[config.mk]
export PLATFORM = sky130hd
export DESIGN_NAME = alu8_quirk
export DESIGN_NICKNAME = d
export VERILOG_FILES = /design/src/rtl/alu8_pkg.sv /design/src/rtl/alu8_addsub.sv /design/src/rtl/alu8_bitops.sv /design/src/rtl/alu8_quirk.sv
export SDC_FILE = /design/constraint.sdc
export NUM_CORES = 1
export LEC_CHECK = 0
export BUFFER_PORTS_ARGS = -buffer_cell sky130_fd_sc_hd__buf_2
export CORE_AREA = 10 10 129 131
export DETAILED_ROUTE_END_ITERATION = 8
export DIE_AREA = 0 0 139 141
export GPL_ROUTABILITY_DRIVEN = 0
export SYNTH_ARGS = -nofsm -noshare
export SYNTH_HDL_FRONTEND = slang
export SYNTH_HIERARCHICAL = 1
export SYNTH_SLANG_ARGS = --single-unit
export TNS_END_PERCENT = 20
[constraint.sdc]
create_clock -name clk -period 16.6 [get_ports clk]
set_input_delay 0.83 -clock clk [delete_from_list [all_inputs] [get_ports clk]]
set_output_delay 0.83 -clock clk [all_outputs]
set_load 0.005 [all_outputs]
[src/rtl/alu8_pkg.sv]
package alu8_pkg;

  localparam int DW = 8;
  localparam int NIB = DW / 2;

  typedef enum logic [3:0] {
    OP_ADD    = 4'd0,
    OP_SUB    = 4'd1,
    OP_AND    = 4'd2,
    OP_OR     = 4'd3,
    OP_XOR    = 4'd4,
    OP_INC    = 4'd5,
    OP_DEC    = 4'd6,
    OP_SHL    = 4'd7,
    OP_SHR    = 4'd8,
    OP_ROL    = 4'd9,
    OP_ROR    = 4'd10,
    OP_CMP    = 4'd11,
    OP_ANDC   = 4'd12,
    OP_ANDSHR = 4'd13,
    OP_ANDROR = 4'd14,
    OP_MSUB   = 4'd15
  } op_e;

  typedef struct packed {
    logic n;
    logic v;
    logic z;
    logic c;
  } flags_t;

endpackage

[src/rtl/alu8_addsub.sv]
module alu8_addsub
  import alu8_pkg::*;
#(
  parameter bit HAS_DECIMAL = 1'b1
) (
  input  logic [DW-1:0] a,
  input  logic [DW-1:0] m,
  input  logic          cin,
  input  logic          dec,
  input  logic          sub,
  output logic [DW-1:0] sum,
  output flags_t        fl
);

  localparam int XW = DW + 2;

  logic [DW-1:0] m_eff;
  logic [DW:0]   bsum;
  flags_t        bfl;

  // one adder for both directions: subtraction sees the inverted operand
  assign m_eff = sub ? ~m : m;
  assign bsum  = {1'b0, a} + {1'b0, m_eff} + {{DW{1'b0}}, cin};

  always_comb begin
    bfl.n = bsum[DW-1];
    bfl.z = (bsum[DW-1:0] == '0);
    bfl.c = bsum[DW];
    bfl.v = ~(a[DW-1] ^ m_eff[DW-1]) & (a[DW-1] ^ bsum[DW-1]);
  end

  generate
    if (HAS_DECIMAL) begin : g_bcd
      logic [NIB:0]  add_lo;
      logic [XW-1:0] add_hi;
      logic [XW-1:0] sub_lo;
      logic [XW-1:0] sub_hi;
      logic          dn;
      logic          dv;

      always_comb begin
        // decimal add: low digit fix-up, then high digit fix-up
        add_lo = {1'b0, a[NIB-1:0]} + {1'b0, m[NIB-1:0]} + {{NIB{1'b0}}, cin};
        if (add_lo >= (NIB+1)'(10)) add_lo = {1'b1, add_lo[NIB-1:0] + 4'd6};
        add_hi = {2'b0, a[DW-1:NIB], {NIB{1'b0}}} + {2'b0, m[DW-1:NIB], {NIB{1'b0}}}
               + {{(XW-NIB-1){1'b0}}, add_lo};
        // sign and overflow are taken before the high correction
        dn = add_hi[DW-1];
        dv = ~(a[DW-1] ^ m[DW-1]) & (a[DW-1] ^ add_hi[DW-1]);
        if (add_hi >= XW'(16'h00A0)) add_hi = add_hi + XW'(16'h0060);

        // decimal subtract: signed fix-ups, flags stay binary
        sub_lo = {{(XW-NIB){1'b0}}, a[NIB-1:0]} - {{(XW-NIB){1'b0}}, m[NIB-1:0]}
               + {{(XW-1){1'b0}}, cin} - XW'(1);
        if (sub_lo[XW-1]) sub_lo = ((sub_lo - XW'(6)) & XW'(16'h000F)) - XW'(16'h0010);
        sub_hi = {2'b0, a[DW-1:NIB], {NIB{1'b0}}} - {2'b0, m[DW-1:NIB], {NIB{1'b0}}} + sub_lo;
        if (sub_hi[XW-1]) sub_hi = sub_hi - XW'(16'h0060);

        if (dec && !sub) begin
          sum  = add_hi[DW-1:0];
          fl.n = dn;
          fl.v = dv;
          fl.z = bfl.z;
          fl.c = |add_hi[XW-1:DW];
        end else if (dec) begin
          sum = sub_hi[DW-1:0];
          fl  = bfl;
        end else begin
          sum = bsum[DW-1:0];
          fl  = bfl;
        end
      end
    end else begin : g_bin
      assign sum = bsum[DW-1:0];
      assign fl  = bfl;
    end
  endgenerate

endmodule

[src/rtl/alu8_bitops.sv]
module alu8_bitops
  import alu8_pkg::*;
(
  input  op_e           opc,
  input  logic [DW-1:0] a,
  input  logic [DW-1:0] m,
  input  logic          cin,
  output logic [DW-1:0] res,
  output flags_t        fl
);

  logic [DW-1:0] masked;
  logic [DW-1:0] msum;
  logic          cy;
  logic          ov;

  assign masked = a & m;
  assign msum   = masked + m;

  always_comb begin
    res = '0;
    cy  = cin;
    ov  = 1'b0;
    unique case (opc)
      OP_AND: res = a & m;
      OP_OR:  res = a | m;
      OP_XOR: res = a ^ m;
      OP_INC: res = m + 1'b1;
      OP_DEC: res = m - 1'b1;
      OP_SHL: begin res = {m[DW-2:0], 1'b0}; cy = m[DW-1]; end
      OP_SHR: begin res = {1'b0, m[DW-1:1]}; cy = m[0];    end
      OP_ROL: begin res = {m[DW-2:0], cin};  cy = m[DW-1]; end
      OP_ROR: begin res = {cin, m[DW-1:1]};  cy = m[0];    end
      OP_ANDC: begin
        res = masked;
        cy  = masked[DW-1];
      end
      OP_ANDSHR: begin
        res = {1'b0, masked[DW-1:1]};
        cy  = masked[0];
      end
      OP_ANDROR: begin
        res = {cin, masked[DW-1:1]};
        cy  = masked[DW-1];
        ov  = ~(masked[DW-1] ^ m[DW-1]) & (masked[DW-1] ^ msum[DW-1]);
      end
      default: ;
    endcase
    fl.n = res[DW-1];
    fl.z = (res == '0);
    fl.c = cy;
    fl.v = ov;
  end

endmodule

[src/rtl/alu8_quirk.sv]
module alu8_quirk
  import alu8_pkg::*;
#(
  parameter bit HAS_DECIMAL = 1'b1
) (
  input  logic          clk,
  input  logic          rst,
  input  logic          in_valid,
  output logic          in_ready,
  input  logic [3:0]    op,
  input  logic [DW-1:0] a,
  input  logic [DW-1:0] m,
  input  logic          c_in,
  input  logic          d_in,
  output logic          out_valid,
  input  logic          out_ready,
  output logic [DW-1:0] res,
  output logic          n_out,
  output logic          v_out,
  output logic          z_out,
  output logic          c_out
);

  op_e           opc;
  logic          fire;
  logic          is_arith;
  logic          is_cmp;
  logic          is_msub;
  logic          add_sub;
  logic          add_cin;
  logic          add_dec;
  logic [DW-1:0] add_sum;
  flags_t        add_fl;
  logic [DW-1:0] bit_res;
  flags_t        bit_fl;
  logic [DW-1:0] nxt_res;
  flags_t        nxt_fl;
  flags_t        fl_q;

  assign opc      = op_e'(op);
  assign in_ready = !out_valid || out_ready;
  assign fire     = in_valid && in_ready;

  assign is_arith = (opc == OP_ADD) || (opc == OP_SUB);
  assign is_cmp   = (opc == OP_CMP);
  assign is_msub  = (opc == OP_MSUB);
  assign add_sub  = (opc != OP_ADD);
  assign add_cin  = (is_cmp || is_msub) ? 1'b1 : c_in;
  assign add_dec  = is_arith ? d_in : 1'b0;

  alu8_addsub #(.HAS_DECIMAL(HAS_DECIMAL)) u_addsub (
    .a   (a),
    .m   (m),
    .cin (add_cin),
    .dec (add_dec),
    .sub (add_sub),
    .sum (add_sum),
    .fl  (add_fl)
  );

  alu8_bitops u_bitops (
    .opc (opc),
    .a   (a),
    .m   (m),
    .cin (c_in),
    .res (bit_res),
    .fl  (bit_fl)
  );

  always_comb begin
    if (is_arith) begin
      nxt_res = add_sum;
      nxt_fl  = add_fl;
    end else if (is_cmp) begin
      nxt_res = a;
      nxt_fl  = '{n: add_fl.n, v: 1'b0, z: add_fl.z, c: add_fl.c};
    end else if (is_msub) begin
      nxt_res = add_sum;
      nxt_fl  = '{n: add_fl.n, v: 1'b0, z: add_fl.z, c: add_fl.c};
    end else begin
      nxt_res = bit_res;
      nxt_fl  = bit_fl;
    end
  end

  always_ff @(posedge clk) begin
    if (rst) begin
      out_valid <= 1'b0;
      res       <= '0;
      fl_q      <= '0;
    end else begin
      if (fire) begin
        out_valid <= 1'b1;
        res       <= nxt_res;
        fl_q      <= nxt_fl;
      end else if (out_ready) begin
        out_valid <= 1'b0;
      end
    end
  end

  assign n_out = fl_q.n;
  assign v_out = fl_q.v;
  assign z_out = fl_q.z;
  assign c_out = fl_q.c;

  // an accepted operation is presented on the next edge
  p_deliver_r1: assert property (@(posedge clk) disable iff (rst)
    fire |=> out_valid)
    else $error("R1: accepted operation not delivered");

  // stalled output is frozen
  p_hold_r2: assert property (@(posedge clk) disable iff (rst)
    (out_valid && !out_ready) |=> (out_valid && $stable(res) && $stable(fl_q)))
    else $error("R2: output changed under back-pressure");

  // zero flag agrees with the result for non-decimal, non-compare ops
  p_zero_r4: assert property (@(posedge clk) disable iff (rst)
    (fire && !d_in && (opc != OP_CMP)) |=> (z_out == (res == '0)))
    else $error("R4: zero flag disagrees with result");

  // compare leaves the operand as the result and never flags overflow
  p_cmp_keep_r9: assert property (@(posedge clk) disable iff (rst)
    (fire && (opc == OP_CMP)) |=> ((res == $past(a)) && !v_out))
    else $error("R9: compare altered the operand");

  // logic and step ops pass the carry through
  p_carry_pass_r10: assert property (@(posedge clk) disable iff (rst)
    (fire && (opc inside {OP_AND, OP_OR, OP_XOR, OP_INC, OP_DEC})) |=> (c_out == $past(c_in)))
    else $error("R10: carry not passed through");

  // masked subtract never reports overflow
  p_msub_nov_r14: assert property (@(posedge clk) disable iff (rst)
    (fire && (opc == OP_MSUB)) |=> !v_out)
    else $error("R14: masked subtract set overflow");

endmodule

# Word-level counts from Yosys, hierarchy flattened
# Index checks and enable logic that the tools add are counted.
# word_totals
reg_bits,13
inputBits,26
wordCells,96
# op_classes
add_sub_neg,19
magnitude_cmp,2
n_eq_ne,15
n_mux,21
bitwise,16
reduce_logical,17
# op_table
operator,n
8-bit case mux with 11 select lines,1
8-bit 2-to-1 mux,7
4-bit == test (second input constant),8
10-bit 2-to-1 mux,2
8-bit by 8-bit adder with 9-bit output,2
4-bit by 3-bit == test with 1-bit output (second input constant),4
8-bit logical NOT,2
4-bit 2-to-1 mux,4
10-bit by 1-bit adder with 10-bit output,1
10-bit adder,1
10-bit by 5-bit adder with 10-bit output,1
10-bit by 7-bit adder with 10-bit output (second input constant),1
10-bit by 8-bit greater-or-equal comparator with 1-bit output (second input constant),1
2-bit OR reduction,5
10-bit by 1-bit subtractor with 10-bit output (second input constant),1
9-bit by 1-bit adder with 9-bit output,1
8-bit by 8-bit subtractor with 9-bit output,1
8-bit by 1-bit adder with 8-bit output (second input constant),1
8-bit adder,1
8-bit AND,1
4-bit by 2-bit == test with 1-bit output (second input constant),2
8-bit NOT,1
8-bit OR,1
8-bit by 1-bit subtractor with 8-bit output (second input constant),1
22 further kinds,39

# Depth between registers and ports, before layout
# Gate-level depths: netlist of the first run.
# logic_depth
ltp_word,16
depth_mapped,27
mapped_depth_nobuf,26

# Modules after synthesis
# Netlist of the first run, hierarchy kept.
# modules_own_cells
module,instances,cells_each,area_per_inst_um2
alu8_addsub,1,228,1784.2
alu8_bitops,1,219,1564.0
alu8_quirk,1,89,789.5

# Worst setup path after synthesis of the first run
# Ideal clock, no wire load.
# synth_timing
path_type,input port to flip-flop
startpoint,input op[3]
endpoint,register res[6]
setup_time_ns,0.133
arrival_time_ns,5.724
path_slack_ns,10.743
cell_stages,27
path_cell_list,nand3_1 -> buf_2 -> nand2b_1 -> inv_1 -> fa_1 -> fa_1 -> xnor2_2 -> ha_1 -> inv_1 -> a31o_1 -> a211oi_2 -> o221ai_2 -> inv_1 -> fa_1 -> inv_1 -> ha_1 -> inv_1 -> fa_1 -> xor2_1 -> a21o_1 -> o211ai_1 -> mux2_2 -> nor3_1 -> or2_2 -> mux2_2 -> a22oi_1 -> a311oi_1
# synth_via
elab_chain_len,16
elab_cells_between_ends,49
cone_classes,add/sub: 12; order compare: 2; eq/ne: 15; mux: 13; reduce/logical: 7
# synth_lines
item,line,rtl
from (decl),alu8_quirk.sv:10,"input logic [3:0] op,"
4-bit == test (on tied branches),"alu8_quirk.sv:45, alu8_quirk.sv:46",
1-bit logical OR (*),alu8_quirk.sv:48,assign add_cin = (is_cmp || is_msub) ? 1'b1 : c_in;
1-bit 2-to-1 mux (*),alu8_quirk.sv:48,
via add_cin,alu8_quirk.sv:30,logic add_cin;
10-bit by 1-bit adder with 10-bit output,alu8_addsub.sv:54,"+ {{(XW-1){1'b0}}, cin} - XW'(1);"
10-bit by 1-bit subtractor with 10-bit output,alu8_addsub.sv:54,
4-bit by 3-bit subtractor with 4-bit output,alu8_addsub.sv:55,if (sub_lo[XW-1]) sub_lo = ((sub_lo - XW'(6)) & XW'(16'h000F)) - XW'(16'h0010);
4-bit by 5-bit subtractor with 6-bit output,alu8_addsub.sv:55,
(+2 left out),-,
8-bit by 7-bit subtractor with 8-bit output,alu8_addsub.sv:57,if (sub_hi[XW-1]) sub_hi = sub_hi - XW'(16'h0060);
8-bit 2-to-1 mux,alu8_addsub.sv:57,
8-bit 2-to-1 mux,alu8_addsub.sv:65,end else if (dec) begin
8-bit 2-to-1 mux (*),alu8_addsub.sv:59,if (dec && !sub) begin
via add_sum[6],alu8_quirk.sv:32,logic [DW-1:0] add_sum;
8-bit 2-to-1 mux,alu8_quirk.sv:77,end else if (is_msub) begin
8-bit 2-to-1 mux,alu8_quirk.sv:74,end else if (is_cmp) begin
8-bit 2-to-1 mux (*),alu8_quirk.sv:71,if (is_arith) begin
to (signal assigned),alu8_quirk.sv:94,res <= nxt_res;
to (decl),alu8_quirk.sv:17,"output logic [DW-1:0] res,"
# Mark *: on every way through the listed nets, which the timed path passes. The rest lies on a longest branch.
# A chain may end at the register's enable or synchronous reset.

# Final worst setup path of the first run
# Same ends and word-level chain as after synthesis.

==> results.md, run 1 <==
Run status:
- The flow ran to the end, and the final reports show no timing, DRC or antenna violations.

Clocking:
- Clock-pin slew was measured on the worst setup and hold paths at roughly 0.050 ns.
- The number of clock sinks is 13.
- The cell sitting at the root of the clock tree is a clkbuf_16.
- The TritonCTS clock tree is built.
- Once the clock tree was built, the setup fixing pass inserted 0 buffers.
- CTS built an H-tree with a depth of 1.
- TritonCTS created 3 clock buffers.
- Hold repair after CTS inserted 0 buffers.
- The maximum buffer depth of the clock tree is 2.
- Once the clock tree was built, the resizer swapped 0 gates to a different size.
- For the worst-skew pair, the clock arrives at the later sink with an insertion delay of ~0.24 ns.

STA:
- Setup repair after global routing left no endpoint under its margin.
- For the pin with the worst max-slew slack, the measured transition is 0.930 ns.
- The final-report hold violation count is 0.
- The highest achievable clock rate is 146 MHz.
- Setup violations remaining at the end of the flow were counted as 0.
- Dividing the final minimum period by the clock period gives 41.4%.
- Clock skew on the completed layout was measured at between 0.0015 and 0.002 ns.
- The total negative slack for setup checks is 0 ns.
- After layout, the minimum clock period comes to 6.87 ns.
- The final count of pins violating max slew is 0.
- The worst pin sits at a relative slew slack of 36.4%.

Yosys:
- The synthesized design contains 0 enable-type register cells.
- The share of synthesized flip-flops with an asynchronous set or reset is 0%.
- The gate count after technology mapping is ~540.
- The count of different cell masters after synthesis is 77.
- In the post-synthesis netlist, the biggest area contributors are ha_1 (19%), dfxtp_1 (6.3%), inv_1 (5.2%).
- The share of the synthesized area in the top cell type is 18.7%.
- The warning count from the yosys run is 6.
- The synthesized net count is between 600 and 700.
- The cell area after synthesis is 4140 µm².
- Averaged over all synthesized cells, the footprint is 7.72 µm².
- The most used flip-flop cell after synthesis is dfxtp_1.
- Sequential cells were found to cover 6.29% of the synthesized design area.
- The commonest cells after synthesis are ha_1 (62), inv_1 (57), a21oi_1 (35).
- The largest area contributor in the synthesized netlist is ha_1.
- Among all cell types in the netlist, the one instantiated most often is ha_1.
- The synthesized design contains 13 register bits.

Power:
- The net load switching power is around 110 µW.
- The fraction of power consumed by combinational cells is 67.9%.
- In this run the static leakage power is 0.00194 µW.
- The clock network is responsible for 18.0% of the overall power.
- The proportion of total power due to net switching is 44.6%.
- The internal cell power is 139 µW.
- The sequential cell fraction of total power is around 14%.
- Across the VDD grid, the largest voltage drop is roughly 0.035 mV.
- The power per standard cell area is ~57 nW/µm².

Critical path:
- The data arrival time of the worst path is around 7 ns.
- In this design, the stage delay of the slowest critical-path cell is 0.49 ns.
- The kind of launch point of the worst setup path is an input pin.
- The data required time of the critical path is ~17 ns.
- In this run the critical register-to-register path is launched from out_valid.
- The critical path in this run is classified as in -> reg.
- The most critical setup path has its startpoint at op[3].
- The slowest stage of the critical path is the buf_2 cell.
- The worst setup path is captured at a register.
- In this design, the critical path's most frequently occurring cell is inv_1.
- Along the worst path, the maximum fanout reaches 40.

Finish:
- The final cell count without fillers is 731.
- The post-synthesis to final-layout area growth is 7.44%.
- The fraction of layout instances using a drive strength above 1 is 13.0%.
- The number of antenna diodes in the final layout is 0.
- The net count of the finished layout is 645.

Floorplan:
- The floorplan step set the die height to 141 µm.
- The die is around 140 µm wide.
- Once the floorplan was initialized, standard cells occupied 29.1% of the core.
- Row generation in the floorplan step produced between 40 and 50 rows.
- The die covers 19600 µm².
- The number of top-level pins is 40.
- The area inside the core boundary is 14200 µm².

Worst hold path:
- In this run the worst hold path is classified as reg -> reg.
- The startpoint of the lowest-slack hold path is res[5].

Global routing:
- Global routing finished with a remaining overflow of 0.
- Entering global routing, the biggest net connects 41 pins.
- Global routing consumed, on the met3 layer, 0.470% of the routing resources.
- The global routing stage identified its most utilized layer as met2.
- The global-route usage over all layers is 11.6%.
- Global routing consumed, on the met1 layer, between 10% and 20% of the routing resources.
- Global routing consumed, on the met2 layer, 19.7% of the routing resources.
- The first global-routing pass estimated 19.4 mm of wire.
- The number of antenna violations at the first check in global routing came to 0.
- The number of global-route vias before repair is approximately 3800.

Job:
- The number of violations of the max-capacitance limit is 0.

Place:
- Port buffering added 39 buffers.
- In this run, placement finished with an instance count of roughly 730.
- The total half-perimeter wirelength after legalization and detailed placement is 9.54 mm.

Route:
- The routed design has 11.9 mm of wire.
- The DRC marker count from the first detailed-route iteration is 293.
- The number of vias in the routed layout is 3944.
- The remaining antenna violation count is 0.
- After detailed routing, the number of vias per cell comes to between 5 and 6.
- The routed wire length per instance is ~16 µm.
- The first TritonRoute pass finished after 5 iterations.
- The DRC violation count after routing is 0.
[final cells by class]
type | count | area, µm²
clock buffer | 4 | 78.8
sequential | 13 | 260
inverter | 57 | 214
timing repair buffer | 39 | 195
fill | 1562 | 9760
tap | 184 | 230
multi-input combinational | 434 | 3470
[cells by family (layout without fill, tap and decap cells)]
logic type               after synthesis  count (layout)  synth area share (%)
AO/OA/AOI/OAI                        157             157                  26.5
XOR/XNOR                              39              39                  8.44
adder cells (fa/ha/maj)               71              71                  23.1
flip-flops                            13              13                  6.29
AND/OR/NAND/NOR                      144             144                  19.7
multiplexers                          23              23                  6.11
buffers and inverters                 89             100                  9.92
[placed cells by master (no fill, tap or decap), drive strengths merged, types with 15 or more instances in the layout]
cell type  Yosys  routed
xnor2         20      20
mux2          15      15
xor2          19      19
nand2         25      25
o21ai         30      30
nor2          23      23
ha            62      62
a21oi         35      35
nand3         24      24
buf           22      39
inv           57      57
[worst max-delay path, delay by kind of cell]
family / cells / cell delay [ns]
and+or+nand+nor: 4 / 1.12
adders and majority gates: 6 / 1.97
muxes: 2 / 0.54
buffers and inverters: 6 / 0.86
xor gates and xnor gates: 2 / 0.53
AOI/OAI and AO/OA: 7 / 1.07
[stage by stage]
| stage | total power, µW | utilization, % | setup slack [ns] | instance area [µm²] | hold WS (ns) |
|---|---|---|---|---|---|
| 3_3_place_gp | 205 | 30.7 | 9.59 | 4370 | 0.513 |
| 3_5_place_dp | 206 | 30.7 | 9.46 | 4370 | 0.514 |
| 6_report | 251 | 31.3 | 9.73 | 4450 | 0.518 |
| 4_1_cts | 252 | 31.3 | 9.74 | 4450 | 0.522 |
| 2_1_floorplan | 166 | - | 10.74 | 4140 | 0.501 |
| 5_1_grt | 275 | 31.3 | 9.14 | 4450 | 0.542 |
[worst paths after layout]
path | to | slack, ns | cells after the start
setup / recovery | res[6] | 9.73 | 27
hold / removal | res[5] | 0.52 | 2
setup reg to reg | z_out | 15.12 | 3
hold reg to reg | res[5] | 0.52 | 2
[sequential cells by signal, indices dropped and copies added, names as in the netlist]
register / count
c_out: 1
n_out: 1
z_out: 1
res: 8
v_out: 1
out_valid: 1
[per-layer routing]
metal,vias up,part of all wire [%]
li1,1979,-
met1,1862,49
met2,95,47
met3,8,3.5
met4,0,0.67
met5,-,0
[power groups by stage]
stage | Sequential [µW] | Clock, µW | Combinational [µW]
3_3_place_gp | 36.0 | 0 | 169
3_5_place_dp | 36.0 | 0 | 170
5_1_grt | 35.7 | 47.7 | 192
6_report | 35.5 | 45.1 | 171
4_1_cts | 35.4 | 46.2 | 171
2_1_floorplan | 36.2 | 0 | 130
(Power assumes the default switching activity.)
==> run 2, diff against run 1 <==
--- a/config.mk
+++ b/config.mk
@@ -5,10 +5,11 @@
 export SDC_FILE = /design/constraint.sdc
 export NUM_CORES = 1
 export LEC_CHECK = 0
+export ABC_AREA = 1
 export BUFFER_PORTS_ARGS = -buffer_cell sky130_fd_sc_hd__buf_2
-export CORE_AREA = 10 10 129 131
+export CORE_AREA = 10 10 131 133
 export DETAILED_ROUTE_END_ITERATION = 8
-export DIE_AREA = 0 0 139 141
+export DIE_AREA = 0 0 141 143
 export GPL_ROUTABILITY_DRIVEN = 0
 export SYNTH_ARGS = -nofsm -noshare
 export SYNTH_HDL_FRONTEND = slang
==> constraint.sdc (replaced) <==
create_clock -name clk -period 6.7 [get_ports clk]
set_input_delay 0.335 -clock clk [delete_from_list [all_inputs] [get_ports clk]]
set_output_delay 0.335 -clock clk [all_outputs]
set_load 0.005 [all_outputs]
==> run 2 against run 1 <==
  * Global-route usage is 0.42 points higher
  * Critical path depth is 10 higher
  * Cell area is 6.1% higher
  * Core utilization is 1.4 points higher
  * Via count rose by 13%
  * First-iteration DRC count increased by 23%
  * Critical path type unchanged
  * Highest routed layer unchanged
==> results.md, run 2 <==
Run status:
- The run finished with clean final reports.

Finish:
- The fill cell total of the finished layout is 1637 (+4.8%).
- The number of diodes added for antenna fixing is 0 (unchanged).
- Compared with the post-synthesis result, the final layout area differs by 10.2%.
- The top cell types in the final layout, fill and taps aside, are nand2_1 (216), inv_1 (132), nand3_1 (77).
- The fraction of layout instances using a drive strength above 1 was 13.6% (+0.61 points).
- Ranked by flip-flop count, first place goes to res.
- The final net count is 856 (+33%).
- The number of flip-flops in the largest register was 8 (unchanged).
- The commonest non-fill, non-tap cell in the layout is nand2_1.

Yosys:
- The share of synthesized flip-flops with an asynchronous set or reset is 0% (unchanged).
- The XOR/XNOR share of the synthesized area is 4.30% (-4.1 points).
- The arithmetic-cell share of the synthesized area counting full adders, half adders and majority gates is 22.3% (-0.76 points).
- The post-synthesis mux area share was 0% (-6.1 points).
- The share of the synthesized area in the top cell type was 19.0% (+0.20 points).
- The synthesized net count is 822 (+30%).
- By area the synthesized netlist is led by nand2_1 (19%), ha_1 (18%), inv_1 (12%).
- The gate count after technology mapping was 725 (+35%).
- The most used flip-flop cell after synthesis is dfxtp_1.
- By area, the combinational part of the netlist is dominated by simple AND/OR/NAND/NOR gates.
- The synthesized area divided by synthesized cell count is 5.90 µm² (-24%).
- The commonest cells after synthesis are nand2_1 (216), inv_1 (132), nand3_1 (77).
- The synthesized-area fraction occupied by and/or/nand/nor cells is 40.5% (+21 points).
- The post-synthesis compound-gate area fraction is 12.4% (-14 points).
- The portion of the post-synthesis area used by sequential elements was 6.08% (-0.21 points).
- The count of different cell masters after synthesis was 46 (-40%).
- The warning count from the yosys run is 6 (unchanged).
- The cell area after synthesis is 4280 µm² (+3.4%).
- The flip-flop and latch count after synthesis is 13 (unchanged).
- By instance count, the leading cell after synthesis is nand2_1.
- The number of flops mapped to enable cells by yosys is 0 (unchanged).
- Summed over all instances, the cell type with the most area after synthesis is nand2_1.

Clocking:
- The maximum buffer depth of the clock tree is 2 (unchanged).
- The post-CTS resize count was 0 (unchanged).
- TritonCTS built the clock tree.
- The clock input transition at the sequential cells of the worst setup and hold paths is 0.04 ns (about the same).
- The number of clock sinks is 13 (unchanged).
- The number of setup buffers added after CTS is 0 (unchanged).
- The latest clock arrival within the worst-skew pair is 0.24 ns (about the same).
- The clock tree root buffer cell is clkbuf_16.
- The H-tree depth is 1 (unchanged).
- The total of hold buffers inserted after clock tree synthesis came to 0 (unchanged).
- The number of buffers inserted during clock tree synthesis was 3 (unchanged).

Critical path:
- The cell type with the highest occurrence count on the critical path is nand2_1.
- The kind of launch point of the worst setup path is an input pin.
- Among cell families on the critical path, the largest total delay comes from adder cells.
- The worst setup path category is in -> reg.
- The largest fanout on the critical path is 11 (-73%).
- The critical path starts at op[0].
- The buffering stage count on the worst path with inverters included was 10 (+4).
- The largest stage delay on the critical path is 0.40 ns (-0.09 ns).
- The data arrival time of the worst path came to 4.93 ns (-2.04 ns).
- The type of destination of the critical path is a register.
- The critical register-to-register path startpoint is out_valid.
- The slowest library cell on the worst path is fa_1.
- The data required time of the critical path came to 6.82 ns (-9.88 ns).

STA:
- In the finished design, the share of the clock period the worst path needs comes to 71.7%.
- The slew of the pin with the lowest slew margin is 0.597 ns (-0.333 ns).
- The count of endpoints failing setup in the final report is 0 (unchanged).
- The highest achievable clock rate is approximately 210 MHz.
- The final count of pins violating max slew came to 0 (unchanged).
- The post-route minimum period is 4.81 ns.
- Setup repair after global routing left no endpoint under its margin.
- The final-report hold violation count was 0 (unchanged).
- The worst hold slack across all endpoints was 0.380 ns (-0.138 ns).
- The tightest slew margin relative to the limit was 60.2% (+24 points).
- The maximum clock skew at final layout is 0.000444 ns (-0.00130 ns).
- The total negative slack for setup checks is 0 ns (unchanged).

Route:
- The detailed-router iteration count before antenna repair is 5 (unchanged).
- The DRC violation count after routing is 0 (unchanged).
- The remaining antenna violation count is 0 (unchanged).
- The final routed wirelength across all metal layers is 12.5 mm (+4.9%).
- The DRC marker count from the first detailed-route iteration is 361 (+23%).
- The number of vias in the routed layout is 4458 (+13%).
- The routed wire length per instance is 13.3 µm (-19%).
- The routed via count divided by cell count is 4.73 (-12%).

Job:
- The number of violations of the max-capacitance limit is 0 (unchanged).

Global routing:
- The number of global-route vias before repair is 4065 (+7.4%).
- The sum of overflow across all layers after global routing was 0 (unchanged).
- The number of antenna violations at the first check in global routing is 0 (unchanged).
- The pin count of the biggest net entering global routing is 20 (-51%).
- The wire length of the first global-routing pass is 20.3 mm (+4.9%).
- The global-route usage over all layers is 12.0% (+0.42 points).

Floorplan:
- The effective utilization at floorplan came to 29.7% (+0.53 points).
- The number of top-level pins was 40 (unchanged).
- The die boundary height is 143 µm (+1.4%).
- The full die area is 20200 µm² (+2.9%).
- The number of rows created at floorplan is 44 (unchanged).
- The width of the chip is 141 µm (+1.4%).
- The area inside the core boundary is 14400 µm² (+1.6%).

Place:
- The quantity of I/O buffers inserted on ports was 39 (unchanged).
- The total half-perimeter wirelength after legalization and detailed placement is 10.4 mm (+9.0%).

Worst hold path:
- The class of the worst hold path is in -> reg.
- The startpoint of the lowest-slack hold path is in_valid.

Power:
- The maximum VDD drop was 0.0644 mV (+82%).
- The total design power came to 605 µW (+140%).
- The cell leakage power is 0.00274 µW (+42%).
- The power per standard cell area is 128 nW/µm² (+130%).
-- run 2: where the power goes --
| group | leakage [µW] | switching, µW | total (µW) | internal [µW] |
|---|---|---|---|---|
| Clock | 0.0000382 | 30.6 | 111 | 80.1 |
| Sequential | 0.000107 | 2.89 | 86.8 | 83.9 |
| Combinational | 0.00260 | 259 | 408 | 149 |
| Total | 0.00274 | 293 | 605 | 313 |
-- run 2: kinds of logic (layout without fill, tap and decap cells) --
family          after synthesis  after routing
xor+xnor                     21             21
compound gates               84             84
flops                        13             13
buf+inv                     156            189
simple gates                380            380
fa+ha+maj                    71             71
-- run 2: through the flow --
step	utilization (%)	instances	setup WS, ns	cell area, µm²
after floorplan	-	725	2.39	4280
after global placement	32.1	938	1.79	4640
after detailed placement	32.1	938	1.63	4640
after CTS	32.7	942	1.88	4720
after global routing	32.7	942	1.34	4720
final	32.7	942	1.89	4720
-- run 2: path summary, 6_finish.rpt --
kind / cells after the start / slack (ns) / end
max: 37 / 1.89 / res[7]
min: 3 / 0.38 / out_valid
max reg2reg: 5 / 5.10 / n_out
min reg2reg: 2 / 0.46 / res[3]
-- run 2: worst reg2reg max path, cell delays in order (launching register included) --
cell	delay (ns)
dfxtp_1	0.32
a21oi_2	0.48
inv_1	0.33
a21oi_1	0.20
a21o_1	0.13
inv_1	0.03
-- run 2: layout make-up --
class	instances	area [µm²]	area share (%)
multi-input combinational	556	3400	72.2
tap	184	230	4.88
clock buffer	4	78.8	1.67
inverter	146	548	11.6
timing repair buffer	39	195	4.14
sequential	13	260	5.52
-- run 2: routing by layer --
layer,up-vias,part of all wire (%),global-route usage (%)
met5,-,0,0
met3,8,5.2,0.962
met2,117,44,19.9
met4,0,0.69,1.47
li1,2362,-,-
met1,1971,50,16.9
==> run 3, diff against run 2 <==
==> constraint.sdc (replaced) <==
create_clock -name clk -period 4.28 [get_ports clk]
set_input_delay 0.214 -clock clk [delete_from_list [all_inputs] [get_ports clk]]
set_output_delay 0.214 -clock clk [all_outputs]
set_load 0.005 [all_outputs]
==> run 3 against run 2 <==
  * Die area unchanged
  * Combinational power up 76%
  * Global-route usage up 0.18 points
  * Count of clock-buffer cells in the layout unchanged
  * First-iteration DRC count down 15%
  * Core utilization up 2.5 points
  * Clock skew about the same
  * Clock power up 55%
  * Flip-flop and latch count unchanged
  * Final cell count up 3.3%
  * Largest cell class unchanged
  * Largest power group unchanged
  * Highest routed layer unchanged
==> results.md, run 3 (synthesis results as in run 2) <==
Clocking:
- The H-tree depth came to 1 (unchanged).
- The latest clock arrival within the worst-skew pair is 0.24 ns (about the same).
- The number of clock sinks came to 13 (unchanged).
- TritonCTS built the clock tree.
- The maximum buffer depth of the clock tree is 2 (unchanged).
- The clock input transition at the sequential cells of the worst setup and hold paths is 0.04 ns (about the same).
- The total of hold buffers inserted after clock tree synthesis is 0 (unchanged).
- The clock tree root buffer cell is clkbuf_16.
- The number of buffers inserted during clock tree synthesis is 3 (unchanged).

Power:
- The maximum VDD drop is 0.105 mV (+64%).
- The cell leakage power is 0.00291 µW (+6.0%).
- The proportion of total power due to net switching came to 47.0% (-1.3 points).
- The internal cell power is 544 µW (+74%).
- The sequential cell fraction of total power is 13.2% (-1.1 points).
- The power per standard cell area came to 202 nW/µm² (+58%).
- The total design power is 1030 µW (+70%).
- The net load switching power was 483 µW (+65%).
- The clock share of power is 16.7% (-1.6 points).
- The fraction of power consumed by combinational cells is 70.0% (+2.6 points).

Route:
- The number of vias in the routed layout is 4584 (+2.8%).
- The routed wire length per instance came to 13.4 µm (+0.71%).
- The DRC marker count from the first detailed-route iteration is 307 (-15%).
- The routed via count divided by cell count is 4.71 (-0.45%).
- The final routed wirelength across all metal layers is 13.0 mm (+4.0%).
- The detailed-router iteration count before antenna repair is 5 (unchanged).
- The remaining antenna violation count was 0 (unchanged).
- The DRC violation count after routing was 0 (unchanged).

Finish:
- The fill cell total of the finished layout is 1616 (-1.3%).
- The fraction of layout instances using a drive strength above 1 came to 20.2% (+6.6 points).
- In the layout the commonest cells are nand2_1 (209), inv_1 (125), nand3_1 (74).
- The number of diodes added for antenna fixing is 0 (unchanged).
- The post-synthesis to final-layout area growth is 18.5%.
- The register area was 260 µm² (unchanged).
- The area of the multi-input gates was 3500 µm² (+2.9%).
- The area of all placed cells without fillers is 5070 µm² (+7.5%).
- The final net count was 887 (+3.6%).
- The number of flip-flops in the largest register was 8 (unchanged).
- The commonest non-fill, non-tap cell in the layout is nand2_1.
- The register containing the most flip-flops in the final layout is res.

STA:
- Counting I/O delays and the setup requirement, the final critical path takes 4.16 ns.
- The maximum clock skew at final layout came to 0.000394 ns (-0.0000501 ns).
- The final-report hold violation count came to 0 (unchanged).
- The final worst setup slack is 0.119 ns (-1.77 ns).
- The post-route fraction of the period consumed by the critical path is 97.2%.
- The highest achievable clock rate is 240 MHz.
- The tightest slew margin relative to the limit is 58.6% (-1.6 points).
- The slew of the pin with the lowest slew margin came to 0.620 ns (+0.0236 ns).
- The count of endpoints failing setup in the final report is 0 (unchanged).
- The final count of pins violating max slew is 0 (unchanged).
- Setup repair after global routing could not meet its margin everywhere.
- The worst hold slack across all endpoints is 0.256 ns (-0.124 ns).

Critical path:
- The length in cells of the worst reg-to-reg path was 5 (unchanged).
- The most numerous cell type found on the critical path is inv_2.
- The endpoint identified for the worst register-to-register timing path is n_out.
- The slowest library cell on the worst path is fa_2.
- The largest fanout on the critical path is 4 (-7).
- The worst setup path is launched from an input pin.
- The data arrival time of the worst path is 4.28 ns (-0.65 ns).
- The worst setup path is captured at a register.
- The worst reg-to-reg setup slack is 2.66 ns (-2.44 ns).
- The data required time of the critical path was 4.40 ns (-2.42 ns).
- The critical register-to-register path startpoint is out_valid.
- The worst setup path category is in -> reg.
- The largest stage delay on the critical path is 0.49 ns (+0.09 ns).

Global routing:
- The pin count of the biggest net entering global routing is 19 (-5.0%).
- The number of antenna violations at the first check in global routing is 0 (unchanged).
- The global-route usage over all layers was 12.2% (+0.18 points).
- The sum of overflow across all layers after global routing is 0 (unchanged).
- The number of global-route vias before repair is 4158 (+2.3%).
- The wire length of the first global-routing pass was 20.7 mm (+1.7%).

Job:
- The number of violations of the max-capacitance limit is 0 (unchanged).

Floorplan:
- The width of the chip is 141 µm (unchanged).
- The number of rows created at floorplan was 44 (unchanged).
- The effective utilization at floorplan was 29.7% (unchanged).
- The die boundary height came to 143 µm (unchanged).
- The area inside the core boundary is 14400 µm² (unchanged).
- The full die area is 20200 µm² (unchanged).
- The number of top-level pins is 40 (unchanged).

Place:
- The quantity of I/O buffers inserted on ports came to 39 (unchanged).
- The pre-CTS worst setup slack is -0.322 ns (-1.95 ns).
- The total half-perimeter wirelength after legalization and detailed placement came to 10.7 mm (+2.9%).
- The post-place instance area is 4830 µm² (+4.2%).

Worst hold path:
- The cell count of the worst hold path is 3 (unchanged).
- The class of the worst hold path is in -> reg.
- The path with the worst hold slack has its endpoint at out_valid.
- The startpoint of the lowest-slack hold path is in_valid.

Run status:
- The flow ran to the end, and the final reports show no timing, DRC or antenna violations.
==> run 3: worst max path at each step <==
| stage | from | endpoint | slack (ns) | depth (start not counted) |
|---|---|---|---|---|
| floorplan | op[0] | res[6] | 0.09 | 36 |
| global placement | op[0] | res[7] | -0.24 | 37 |
| detailed placement | op[0] | res[5] | -0.32 | 37 |
| CTS | op[0] | res[5] | 0.02 | 37 |
| global route | op[1] | res[7] | -0.11 | 37 |
| finish | op[1] | res[5] | 0.12 | 34 |
==> run 3: cell type report <==
class                           count  share of cell area (%)
Inverter                          146                    10.9
Timing Repair Buffer               70                    8.83
Sequential cell                    13                    5.13
Multi-Input combinational cell    556                    69.1
Tap cell                          184                    4.54
Clock buffer                        4                    1.55
==> run 3: power by group through the flow <==
stage	clock network (µW)	logic, µW	registers, µW
6_report	172	719	136
5_1_grt	182	825	137
4_1_cts	177	673	136
3_5_place_dp	0	669	138
3_3_place_gp	0	665	138
2_1_floorplan	0	479	139
==> run 3: stage by stage <==
stage | std cells | utilization, % | TNS, ns
6_report | 973 | 35.2 | 0
5_1_grt | 973 | 35.2 | -0.336
4_1_cts | 968 | 34.1 | 0
3_5_place_dp | 964 | 33.5 | -1.47
3_3_place_gp | 964 | 33.5 | -1.03
2_1_floorplan | 725 | - | 0
==> run 3: per-layer routing <==
layer,track usage [%],wire length [µm],part of all wire [%]
met2,19.9,5880,45
met5,0,0,0
met4,1.74,99,0.76
met3,1.16,456,3.5
met1,17.2,6600,51
==> run 3: repair_timing <==
item,4_1_cts,5_1_grt
gates resized for setup,2,35
endpoints found under the setup margin,4,5
endpoints found under the hold margin,0,0
setup buffers,0,5
pin swaps,0,22
==> run 3: critical path: cells and delay by family <==
kind	cells	cell delay, ns
adders and majority gates	6	1.92
and+or+nand+nor	17	1.38
buffers and inverters	10	0.70
AOI/OAI and AO/OA	1	0.05
